===== config.mk =====
export PLATFORM = sky130hd
export DESIGN_NAME = ioexp16_core
export DESIGN_NICKNAME = d
export VERILOG_FILES = /design/src/rtl/ioexp16_core.sv
export SDC_FILE = /design/constraint.sdc
export NUM_CORES = 1
export LEC_CHECK = 0
export BUFFER_PORTS_ARGS = -buffer_cell sky130_fd_sc_hd__buf_2
export CORE_ASPECT_RATIO = 1.4
export CORE_UTILIZATION = 51
export DETAILED_ROUTE_END_ITERATION = 6
export GPL_TIMING_DRIVEN = 0
export PLACE_DENSITY_LB_ADDON = 0.08
export SETUP_SLACK_MARGIN = 0.3
export SLEW_MARGIN = 40
export SYNTH_ARGS = -nofsm -noshare
export SYNTH_HDL_FRONTEND = slang
export SYNTH_SLANG_ARGS = --single-unit
export TNS_END_PERCENT = 20

===== constraint.sdc =====
create_clock -name clk -period 1.25 [get_ports clk]
set_input_delay 0.0625 -clock clk [delete_from_list [all_inputs] [get_ports clk]]
set_output_delay 0.0625 -clock clk [all_outputs]
set_load 0.02 [all_outputs]

===== src/rtl/ioexp16_core.sv =====
module ioexp16_core #(
  parameter int PORT_W      = 8,
  parameter int SYNC_STAGES = 2,
  parameter bit KEEP_REGS   = 1'b0
) (
  input  logic                  clk,
  input  logic                  rst_n,
  input  logic                  ext_rst_n,
  input  logic [2:0]            reg_addr,
  input  logic                  reg_wr,
  input  logic                  reg_rd,
  input  logic [PORT_W-1:0]     reg_wdata,
  output logic [PORT_W-1:0]     reg_rdata,
  input  logic [2*PORT_W-1:0]   pin_in,
  output logic [2*PORT_W-1:0]   pin_out,
  output logic [2*PORT_W-1:0]   pin_oe,
  output logic                  int_n
);
  localparam int NPIN = 2*PORT_W;
  localparam logic [PORT_W-1:0] OUT_DEF = '1;
  localparam logic [PORT_W-1:0] POL_DEF = '0;
  localparam logic [PORT_W-1:0] CFG_DEF = '1;
  localparam logic [PORT_W-1:0] IN_DEF  = '1;

  logic [SYNC_STAGES-1:0][NPIN-1:0] sync_q;
  logic [NPIN-1:0]              pin_s;
  logic [1:0][PORT_W-1:0]       port_rd;
  logic [1:0]                   port_diff;
  logic                         file_clr;

  assign pin_s    = sync_q[SYNC_STAGES-1];
  assign file_clr = !KEEP_REGS && !ext_rst_n;

  always_ff @(posedge clk or negedge rst_n) begin
    if (!rst_n) begin
      sync_q <= '1;
    end else begin
      for (int i = SYNC_STAGES-1; i > 0; i--) sync_q[i] <= sync_q[i-1];
      sync_q[0] <= pin_in;
    end
  end

  for (genvar p = 0; p < 2; p++) begin : g_port
    localparam logic [2:0] A_IN  = 3'(p);
    localparam logic [2:0] A_OUT = 3'(2 + p);
    localparam logic [2:0] A_POL = 3'(4 + p);
    localparam logic [2:0] A_CFG = 3'(6 + p);

    logic [PORT_W-1:0] in_q, out_q, pol_q, cfg_q, pin_b;

    assign pin_b = pin_s[p*PORT_W +: PORT_W];
    assign pin_out[p*PORT_W +: PORT_W] = out_q;
    assign pin_oe[p*PORT_W +: PORT_W]  = ~cfg_q;
    assign port_diff[p] = |((pin_b ^ in_q) & cfg_q);
    assign port_rd[p] = (reg_addr[2:1] == 2'd0) ? (pin_b ^ pol_q) :
                        (reg_addr[2:1] == 2'd1) ? out_q :
                        (reg_addr[2:1] == 2'd2) ? pol_q : cfg_q;

    always_ff @(posedge clk or negedge rst_n) begin
      if (!rst_n) begin
        in_q  <= IN_DEF;
        out_q <= OUT_DEF;
        pol_q <= POL_DEF;
        cfg_q <= CFG_DEF;
      end else if (file_clr) begin
        in_q  <= IN_DEF;
        out_q <= OUT_DEF;
        pol_q <= POL_DEF;
        cfg_q <= CFG_DEF;
      end else if (ext_rst_n) begin
        if (reg_wr && reg_addr == A_OUT) out_q <= reg_wdata;
        if (reg_wr && reg_addr == A_POL) pol_q <= reg_wdata;
        if (reg_wr && reg_addr == A_CFG) cfg_q <= reg_wdata;
        if (reg_rd && reg_addr == A_IN)  in_q  <= pin_b;
      end
    end
  end

  assign int_n = ~|port_diff;

  always_ff @(posedge clk or negedge rst_n) begin
    if (!rst_n)         reg_rdata <= '0;
    else if (!ext_rst_n) reg_rdata <= '0;
    else if (reg_rd)    reg_rdata <= port_rd[reg_addr[0]];
  end
endmodule


# After elaboration in Yosys (flattened, before gate mapping)
# Cells that the tools add are included.
[op_classes]
magnitude_cmp = 1
n_eq_ne = 18
muxes = 26
bitwise_logic = 8
reduce_logical = 12
[ops]
columns = ["operator", "n"]
rows = [
  ["$mux W8", 26],
  ["$xor A8 B8 Y8", 4],
  ["$ne A2 B1 Y1 const B", 9],
  ["$and A8 B8 Y8", 2],
  ["$not A8 Y8", 2],
  ["$reduce_or A16 Y1", 1],
  ["$eq A3 B3 Y1 const B", 4],
  ["$logic_and A1 B1 Y1", 8],
  ["$eq A3 B2 Y1 const B", 2],
  ["$eq A3 B1 Y1 const B", 1],
  ["$logic_not A3 Y1", 1],
  ["$eq A2 B1 Y1 const B", 1],
  ["$eq A2 B2 Y1 const B", 1],
  ["$logic_not A2 Y1", 1],
  ["$lt A1 B2 Y1 const B", 1],
  ["$logic_not A1 Y1", 1],
]
[word_totals]
ff_bits = 104
in_bits = 32
output_inout_bits = 41
wordCells = 76

# Logic depth before layout (Yosys ltp)
# Gate-level depths: netlist of run 1.
[depth]
depth_word = 8
ltp_mapped = 6
depth_no_buf = 4

# Least setup slack after synthesis of run 1
# Ideal clock, no wire load.
[synth_path]
kind = "reg2reg"
start = "register g_port[0].pol_q[7]"
end = "register reg_rdata[7]"
setup_time_ps = 122
arrival_ps = 1206
t_required_ps = 1128
path_slack_ps = -77
path_stages_with_launch = 5
path_buffers = 0
synth_period_minus_slack_ps = 1327
path_cell_list = "dfrtp_1 mux4_2 nor2_1 a31oi_1 a32o_1"
[synth_via]
elab_chain_cells = 7
word_cells_on_any_way = 8
cone_classes = "mux: 7; bitwise: 1"
[synth_lines]
columns = ["item", "line_no", "rtl"]
rows = [
  ["start: declaration", "49", "logic [PORT_W-1:0] in_q, out_q, pol_q, cfg_q, pin_b;"],
  ["start signal: assignment", "72", "if (reg_wr && reg_addr == A_POL) pol_q <= reg_wdata;"],
  ["$mux W8", "57", "(reg_addr[2:1] == 2'd2) ? pol_q : cfg_q;"],
  ["$mux W8", "56", "(reg_addr[2:1] == 2'd1) ? out_q :"],
  ["$mux W8 *", "55", "assign port_rd[p] = (reg_addr[2:1] == 2'd0) ? (pin_b ^ pol_q) :"],
  ["$mux W8 (implied by the code) * (2 in a row)", "84", "else if (reg_rd) reg_rdata <= port_rd[reg_addr[0]];"],
  ["$mux W8 *", "84", ""],
  ["$mux W8 *", "83", "else if (!ext_rst_n) reg_rdata <= '0;"],
  ["end signal: assignment", "84", ""],
  ["end: declaration", "13", "output logic [PORT_W-1:0] reg_rdata,"],
]
# Mark *: on every way between the ends. The rest lies on a longest branch, timed or not. The select of a mux whose other input is x is not followed.
# A chain may end at the register's enable or synchronous reset.

# Worst setup path after layout of run 1
[layout_path]
start = "register sync_q (netlist bit pin_s[13])"
end = "output port int_n"
[layout_via]
elab_chain_cells = 4
[layout_lines]
columns = ["item", "line_no", "rtl"]
rows = [
  ["start: declaration", "25", "logic [SYNC_STAGES-1:0][NPIN-1:0] sync_q;"],
  ["$xor A8 B8 Y8", "54", "assign port_diff[p] = |((pin_b ^ in_q) & cfg_q);"],
  ["$and A8 B8 Y8", "54", ""],
  ["$reduce_or A16 Y1", "79", "assign int_n = ~|port_diff;"],
  ["$logic_not A1 Y1", "79", ""],
  ["end: declaration", "17", "output logic int_n"],
]
# Every way passes these cells.

==> results of run 1 <==
per-layer routing:
layer | vias to the layer above | GRT usage | part of all wire
met1 | 1963 | 0.379 | 0.43
li1 | 1839 | - | -
met4 | 0 | 0.126 | 0.018
met5 | - | 0 | 0
met3 | 18 | 0.0450 | 0.047
met2 | 111 | 0.467 | 0.51
logic make-up (layout without fill, tap and decap cells):
| logic type | Yosys count | in the layout | share of synthesized area |
|---|---|---|---|
| xor+xnor | 19 | 19 | 0.0343 |
| mux | 21 | 21 | 0.0537 |
| compound gates | 84 | 84 | 0.120 |
| flops | 104 | 104 | 0.558 |
| buf+inv | 43 | 166 | 0.0431 |
| simple gates | 196 | 196 | 0.191 |
critical path, cell delays in order, from the launching register on:
cell and delay (ns):
dfstp_2 0.57, xnor2_1 0.14, o22ai_1 0.11, a221oi_2 0.31, and3_4 0.26, buf_6 0.11
power breakdown:
group / switching [mW] / internal, mW / total (mW)
clock: 1.23 / 1.67 / 2.90
combinational: 0.577 / 0.477 / 1.05
sequential: 0.119 / 3.59 / 3.71
total: 1.93 / 5.73 / 7.66
flip-flops by register name, indices dropped and copies added (netlist names):
name	flops
g_port.in_q	16
pin_s	16
g_port.out_q	16
g_port.pol_q	16
sync_q	16
g_port.cfg_q	16
reg_rdata	8
path summary, 6_finish.rpt:
kind | from | end | slack [ns] | depth (start not counted)
min in group asynchronous | rst_n | reg_rdata[4]$_DFFE_PN0P_ | 0.20 | 2
max reg2reg | g_port[0].cfg_q[7]$_DFFE_PN1P_ | reg_rdata[7]$_DFFE_PN0P_ | -0.28 | 6
max | pin_s[13]$_DFF_PN1_ | int_n | -0.66 | 5
max in group asynchronous | rst_n | pin_s[8]$_DFF_PN1_ | 0.39 | 3
min reg2reg | sync_q[4]$_DFF_PN1_ | pin_s[4]$_DFF_PN1_ | 0.36 | 0
min | reg_wdata[6] | g_port[0].out_q[6]$_DFFE_PN1P_ | 0.01 | 3
final cells by class:
cell class / instances / area, um^2
Multi-Input combinational cell: 320 / 2080
Buffer: 24 / 159
Tap cell: 107 / 134
Fill cell: 683 / 2670
Clock buffer: 12 / 256
Inverter: 19 / 83.8
Clock inverter: 4 / 52.6
Sequential cell: 104 / 2700
Timing Repair Buffer: 107 / 993
what timing repair did:
item,CTS,global route
hold endpoints to repair,79,0
setup buffers,14,4
gates resized for setup,115,41
endpoints found under the setup margin,90,87
hold buffers,18,0
pin swaps,8,9
cells in the final DEF, fill, tap and decap left out, types with 4 or more instances in the layout:
cell type	count
dfstp_2	80
a221oi_2	6
xnor2_1	12
nand2_1	109
buf_6	56
xor2_1	4
buf_2	30
nand2b_1	6
o21ai_1	6
mux2i_1	17
a21boi_0	6
o211ai_1	16
o31a_1	4
nand3_1	33
nor2b_1	17
a221oi_1	5
nand3b_1	7
clkbuf_2	8
buf_4	12
clkbuf_16	9
dlygate4sd3_1	18
inv_2	11
dfrtp_1	24
nor2_4	4
clkbuf_1	6
inv_4	5
mux4_2	4
o21ai_0	14
a21oi_1	5
nor2_1	4
through the flow:
stage | cells | setup slack (ns) | utilization
6_report | 697 | -0.659 | 0.708
5_1_grt | 697 | -0.660 | 0.708
4_1_cts | 693 | -0.628 | 0.689
3_5_place_dp | 645 | -0.507 | 0.588
3_3_place_gp | 644 | -0.945 | 0.584
2_1_floorplan | 467 | -0.0558 | -
==> flow_summary.yaml, run 1 <==
run_status:
  status: "complete, but fails checks"
  violations: "DRC, setup timing"
die:
  io-pin-count: 73
  fp.dieW_um: 84.4
  row_count: 41
  start_util: 0.531
  die_area_um2: 9900
  core-area_um2: 9130
  die_y_um: 117
worst_setup_path:
  crit_arrival_ns: 1.85
  crit_type: "reg2out"
  cp.required_ns: 1.19
  critPathCaptureType: "output pin"
  start_kind: "flop"
  crit_fanout: 4
timing:
  rsz0062_at_grt: "yes"
  max-slew-margin-rel: 0.501
  fin_ws_ns: -0.659
  tightest_slew_ns: 0.749
  hold_viol_final: 0
  period_share: 1.53
  period_minus_slack_ns: 1.91
  skew_ns: 0.00457
  timing.hold.ws_ns: 0.0139
  report.final.slew_viol_count: 0
  fmax_mhz: 524
  setup_viol: 8
  setup_tns_ns: -1.53
place:
  io_buffers: 70
  place_area_um2: 5370
  dp_hpwl_mm: 9.21
  gp_congestion: 0.855
detailed_routing:
  routed_wirelength_mm: 13.4
  ant_nets: 0
  first_pass_iters: 7
  vias: 3931
  dr.first_iter.drc_count: 332
  wl_per_cell_um: 19.2
  drc: 10
  viasPerCell: 5.64
pwr:
  peakVddDrop_mv: 0.755
  power_density_nw_per_um2: 1190
  power.leakage_nw: 2.84
  totalPowerFinal_mw: 7.66
global_route:
  grt_pass1_wl_mm: 21.5
  first_global_vias: 4004
  grt_use_total: 0.287
  overflow: 0
  grt_max_degree: 62
  antenna_found_initial: 0
synth:
  ys_seq_elements: 104
  yosysSeqAreaShare: 0.558
  synth-main-ff-cell: "dfstp_2"
  synth_area_per_cell_um2: 10.4
  synth_most_common_cell: "nand2_1"
  synth_top_area_share: 0.434
  synthTopCellsByCount: "nand2_1 (109), dfstp_2 (80), nand3_1 (33)"
  synth_edf_count: 0
  synthCells: 467
  async_flop_share: 1.00
  yosys-top-cells-area: "dfstp_2 (43%), dfrtp_1 (12%), nand2_1 (8.4%)"
  syn_area_um2: 4850
  synth_area_leader_cell: "dfstp_2"
  yosys.cell_types.count: 41
  postSynthNetCount: 499
  yosysWarningCount: 0
layout:
  areaGrowthSynthToFinish_pct: 33.3
  final_area_um2: 6460
  insertedDiodeCount: 0
  final_nets: 617
  drive_gt1_frac: 0.429
cts:
  tritoncts: "yes"
  clk_latency_ns: 0.35
  htree_num_levels: 3
  path_clk_slew_ns: 0.07
  cts_made_buffers: 9
  clockBufferDepth: 2
  cts_root_buffer: "clkbuf_16"
  cts_sinks: 104
hold_path:
  hp-class: "in2reg"
job:
  max-cap-violations: 0
(Power assumes the default switching activity.)
==> inputs of run 2 (changes only) <==
MAX_ROUTING_LAYER = met4   (was unset)
==> run 2 against run 1 <==
Effect of this change: the flow still finishes with violations (DRC, setup timing); register-to-register slack hardly changed; via count is 1.6% higher; clock skew decreased by 0.00074 ns; sequential share of layout area unchanged; fmax rose by 1.2%; setup slack gained 0.023 ns; global-route usage increased by 0.83 points; hold slack improved by 0.0051 ns; highest routed layer unchanged.
==> flow_summary.yaml, run 2 (synthesis results as in run 1) <==
run_status:
  status: "complete, but fails checks"
  violations: "DRC, setup timing"
global_route:
  grt_max_degree: 62
  grt_use_total: 0.295
  antenna_found_initial: 0
  grt_pass1_wl_mm: 21.5
  overflow: 0
  first_global_vias: 4005
detailed_routing:
  drc: 5
  vias: 3995
  wl_per_cell_um: 19.1
  routed_wirelength_mm: 13.3
  first_pass_iters: 7
  ant_nets: 0
  dr.first_iter.drc_count: 293
  viasPerCell: 5.73
cts:
  path_clk_slew_ns: 0.07
  cts_root_buffer: "clkbuf_16"
  clockBufferDepth: 2
  htree_num_levels: 3
  tritoncts: "yes"
  cts_made_buffers: 9
  clk_latency_ns: 0.34
  cts_sinks: 104
layout:
  final_area_um2: 6460
  layout_common_cells: "nand2_1 (109), dfstp_2 (80), buf_6 (56)"
  final_nets: 617
  mostFrequentLayoutCell: "nand2_1"
  areaGrowthSynthToFinish_pct: 33.3
  fin_util: 0.708
  drive_gt1_frac: 0.429
  insertedDiodeCount: 0
pwr:
  totalPowerFinal_mw: 7.65
  peakVddDrop_mv: 0.755
  power.leakage_nw: 2.84
  power_density_nw_per_um2: 1180
worst_setup_path:
  critPathCaptureType: "output pin"
  crit_type: "reg2out"
  crit_fanout: 4
  start_kind: "flop"
  crit_arrival_ns: 1.82
  cp.required_ns: 1.19
  r2r_slack_ns: -0.29
die:
  start_util: 0.531
  io-pin-count: 73
  die_y_um: 117
  core-area_um2: 9130
  row_count: 41
  fp.dieW_um: 84.4
  die_area_um2: 9900
timing:
  period_minus_slack_ns: 1.89
  hold_viol_final: 0
  setup_viol: 9
  report.final.slew_viol_count: 0
  max-slew-margin-rel: 0.489
  rsz0062_at_grt: "yes"
  skew_ns: 0.00383
  period_share: 1.51
  fin_ws_ns: -0.636
  setup_tns_ns: -1.52
  tightest_slew_ns: 0.767
  fmax_mhz: 530
place:
  io_buffers: 70
  gp_congestion: 0.868
  place_area_um2: 5370
  dp_hpwl_mm: 9.21
  pre_cts_slack_ns: -0.507
job:
  max-cap-violations: 0
hold_path:
  hp-class: "in2reg"
[run 2: cell counts in the layout (fill, tap and decap cells not counted)]
No cell type changed its count.
[run 2: cell type report]
cell class / count / area (um^2)
timing repair buffer: 107 / 993
clock inverter: 4 / 52.6
fill: 683 / 2670
clock buffer: 12 / 256
multi-input combinational: 320 / 2080
sequential: 104 / 2700
buffer: 24 / 159
tap: 107 / 134
inverter: 19 / 83.8
[run 2: where the power goes]
group | switching [mW] | total, mW | internal [mW]
combinational | 0.578 | 1.05 | 0.477
sequential | 0.118 | 3.71 | 3.59
clock | 1.22 | 2.89 | 1.67
[run 2: timing repair]
item	4_1_cts	5_1_grt
setup buffers	14	4
hold buffers	18	0
endpoints found under the hold margin	79	0
endpoints found under the setup margin	90	89
gates resized for setup	115	41
pin swaps	8	9
[run 2: per-layer routing]
layer	GRT usage	vias to the layer above	wire [um]
met5	-	-	0
met4	0.126	0	477
met3	0.0450	32	609
met2	0.469	139	6630
met1	0.377	1985	5630
li1	-	1839	-
[run 2: critical path, cell delays in order, from the launching register on]
cell and delay [ns]:
dfstp_2 0.57, xnor2_1 0.14, o22ai_1 0.11, a221oi_2 0.29, and3_4 0.26, buf_6 0.11
[run 2: through the flow]
step | hold slack [ns] | instances
after floorplan | -0.233 | 467
after global placement | 0.168 | 644
after detailed placement | -0.0272 | 645
after CTS | 0.00480 | 693
after global routing | 0.0217 | 697
final | 0.0190 | 697
[run 2: path summary, 6_finish.rpt]
kind                                                        to                      startpoint  cells past startpoint
worst min register to register              pin_s[4]$_DFF_PN1_             sync_q[4]$_DFF_PN1_                      0
worst min-delay path            g_port[0].out_q[4]$_DFFE_PN1P_                    reg_wdata[4]                      3
min in group asynchronous             reg_rdata[4]$_DFFE_PN0P_                           rst_n                      2
max in group asynchronous       g_port[1].out_q[7]$_DFFE_PN1P_                           rst_n                      3
worst max register to register        reg_rdata[7]$_DFFE_PN0P_  g_port[0].cfg_q[7]$_DFFE_PN1P_                      6
worst max-delay path                                     int_n             pin_s[13]$_DFF_PN1_                      5
==> inputs of run 3 (changes only) <==
CORE_ASPECT_RATIO = 1.2   (was 1.4)
==> run 3 against run 2 <==
Effect of this change: the flow finishes with violations (setup timing); register-to-register slack got worse by 0.03 ns; final cell count rose by 3.3%; sequential cell count did not move; core utilization fell by 0.36 points; fmax fell by 7.1%; non-clock buffer count rose by 10; largest cell class unchanged; sequential power barely moved; highest routed layer unchanged.
==> flow_summary.yaml, run 3 (synthesis results as in run 1) <==
cts:
  htree_num_levels: 3
  cts_sinks: 104
  cts_root_buffer: "clkbuf_8"
  clk_latency_ns: 0.37
  tritoncts: "yes"
  cts_made_buffers: 9
  clockBufferDepth: 2
  path_clk_slew_ns: 0.10
timing:
  period_share: 1.62
  skew_ns: 0.00631
  max-slew-margin-rel: 0.443
  rsz0062_at_grt: "yes"
  hold_viol_final: 0
  setup_viol: 10
  report.final.slew_viol_count: 0
  timing.hold.ws_ns: 0.140
  fin_ws_ns: -0.780
  tightest_slew_ns: 0.835
  fmax_mhz: 493
  period_minus_slack_ns: 2.03
layout:
  fin_cells: 720
  areaGrowthSynthToFinish_pct: 32.6
  layout_common_cells: "nand2_1 (108), dfstp_2 (80), buf_6 (57)"
  final_nets: 627
  fin_util: 0.704
  multi_input_area_um2: 2060
  drive_gt1_frac: 0.425
  insertedDiodeCount: 0
  seq_area_um2: 2700
  mostFrequentLayoutCell: "nand2_1"
  fillerInstances: 712
run_status:
  status: "complete, but fails checks"
  violations: "setup timing"
global_route:
  met3_usage: 0.0676
  busiest_layer: "met2"
  grtUsageMet1: 0.376
  grt_use_met2: 0.473
  grt_max_degree: 56
  grt_use_total: 0.301
  overflow: 0
  grt_pass1_wl_mm: 21.5
  first_global_vias: 4070
  antenna_found_initial: 0
worst_setup_path:
  crit_arrival_ns: 1.97
  crit_fanout: 2
  cp.required_ns: 1.19
  start_kind: "flop"
  critPathCaptureType: "output pin"
  crit_type: "reg2out"
detailed_routing:
  viasPerCell: 5.65
  dr.first_iter.drc_count: 260
  wl_per_cell_um: 19.2
  vias: 4065
  ant_nets: 0
  routed_wirelength_mm: 13.8
  drc: 0
  first_pass_iters: 5
die:
  fp.dieW_um: 91.0
  start_util: 0.531
  core-area_um2: 9130
  die_y_um: 109
  die_area_um2: 9900
  io-pin-count: 73
  row_count: 38
place:
  placed_cells: 658
  io_buffers: 70
  dp_hpwl_mm: 9.16
  gp_congestion: 0.899
hold_path:
  hp-class: "in2reg"
job:
  max-cap-violations: 0
pwr:
  power_density_nw_per_um2: 1070
  power.leakage_nw: 2.80
  totalPowerFinal_mw: 6.89
  peakVddDrop_mv: 0.823
run 3: layout make-up:
class,count,share of cell area
buffer,24,0.0243
clock buffer,9,0.0193
clock inverter,7,0.0111
inverter,19,0.0119
multi-input combinational,320,0.320
sequential,104,0.420
tap,120,0.0234
timing repair buffer,117,0.170
run 3: worst max-delay path: stages, from the launching register on:
cell     delay, ns
dfstp_2       0.56
xnor2_1       0.11
o22ai_1       0.12
nor4_2        0.44
and3_4        0.25
buf_6         0.11
run 3: path summary, 6_finish.rpt:
path                                                  end  slack [ns]  cells past startpoint                            from
setup / recovery                                    int_n       -0.78                      5              pin_s[9]$_DFF_PN1_
hold / removal                   reg_rdata[6]$_DFFE_PN0P_        0.14                      3                          reg_rd
setup reg to reg                 reg_rdata[7]$_DFFE_PN0P_       -0.32                      6  g_port[0].cfg_q[7]$_DFFE_PN1P_
hold reg to reg                        pin_s[7]$_DFF_PN1_        0.36                      0             sync_q[7]$_DFF_PN1_
max in group asynchronous  g_port[1].cfg_q[2]$_DFFE_PN1P_        0.44                      3                           rst_n
min in group asynchronous        reg_rdata[4]$_DFFE_PN0P_        0.18                      2                           rst_n
run 3: report_power, final:
group	switching, mW	leakage, nW	internal (mW)
clock network	1.18	0.0916	0.925
logic	0.587	1.54	0.490
registers	0.120	1.17	3.59
total	1.88	2.80	5.01
run 3: what timing repair did:
action                     in CTS  in global routing
setup endpoints to repair      83                 86
hold buffers                   25                  0
gates resized for setup       120                 31
pin swaps                       8                  5
hold endpoints to repair      113                  0
buffers inserted               11                 10
run 3: metal layers:
metal  up-vias  part of all wire
li1       1860                 -
met1      2021              0.43
met2       156              0.49
met3        28             0.054
met4         0             0.029
met5         -                 0
run 3: stage by stage:
stage                     setup slack [ns]  instance area [um^2]  setup TNS, ns
after global routing                -0.841                  6430          -2.29
after CTS                           -0.716                  6250          -1.62
after detailed placement            -0.553                  5390          -9.72
after global placement              -0.933                  5350         -61.86
final                               -0.780                  6430          -1.83
after floorplan                    -0.0558                  4850         -0.121
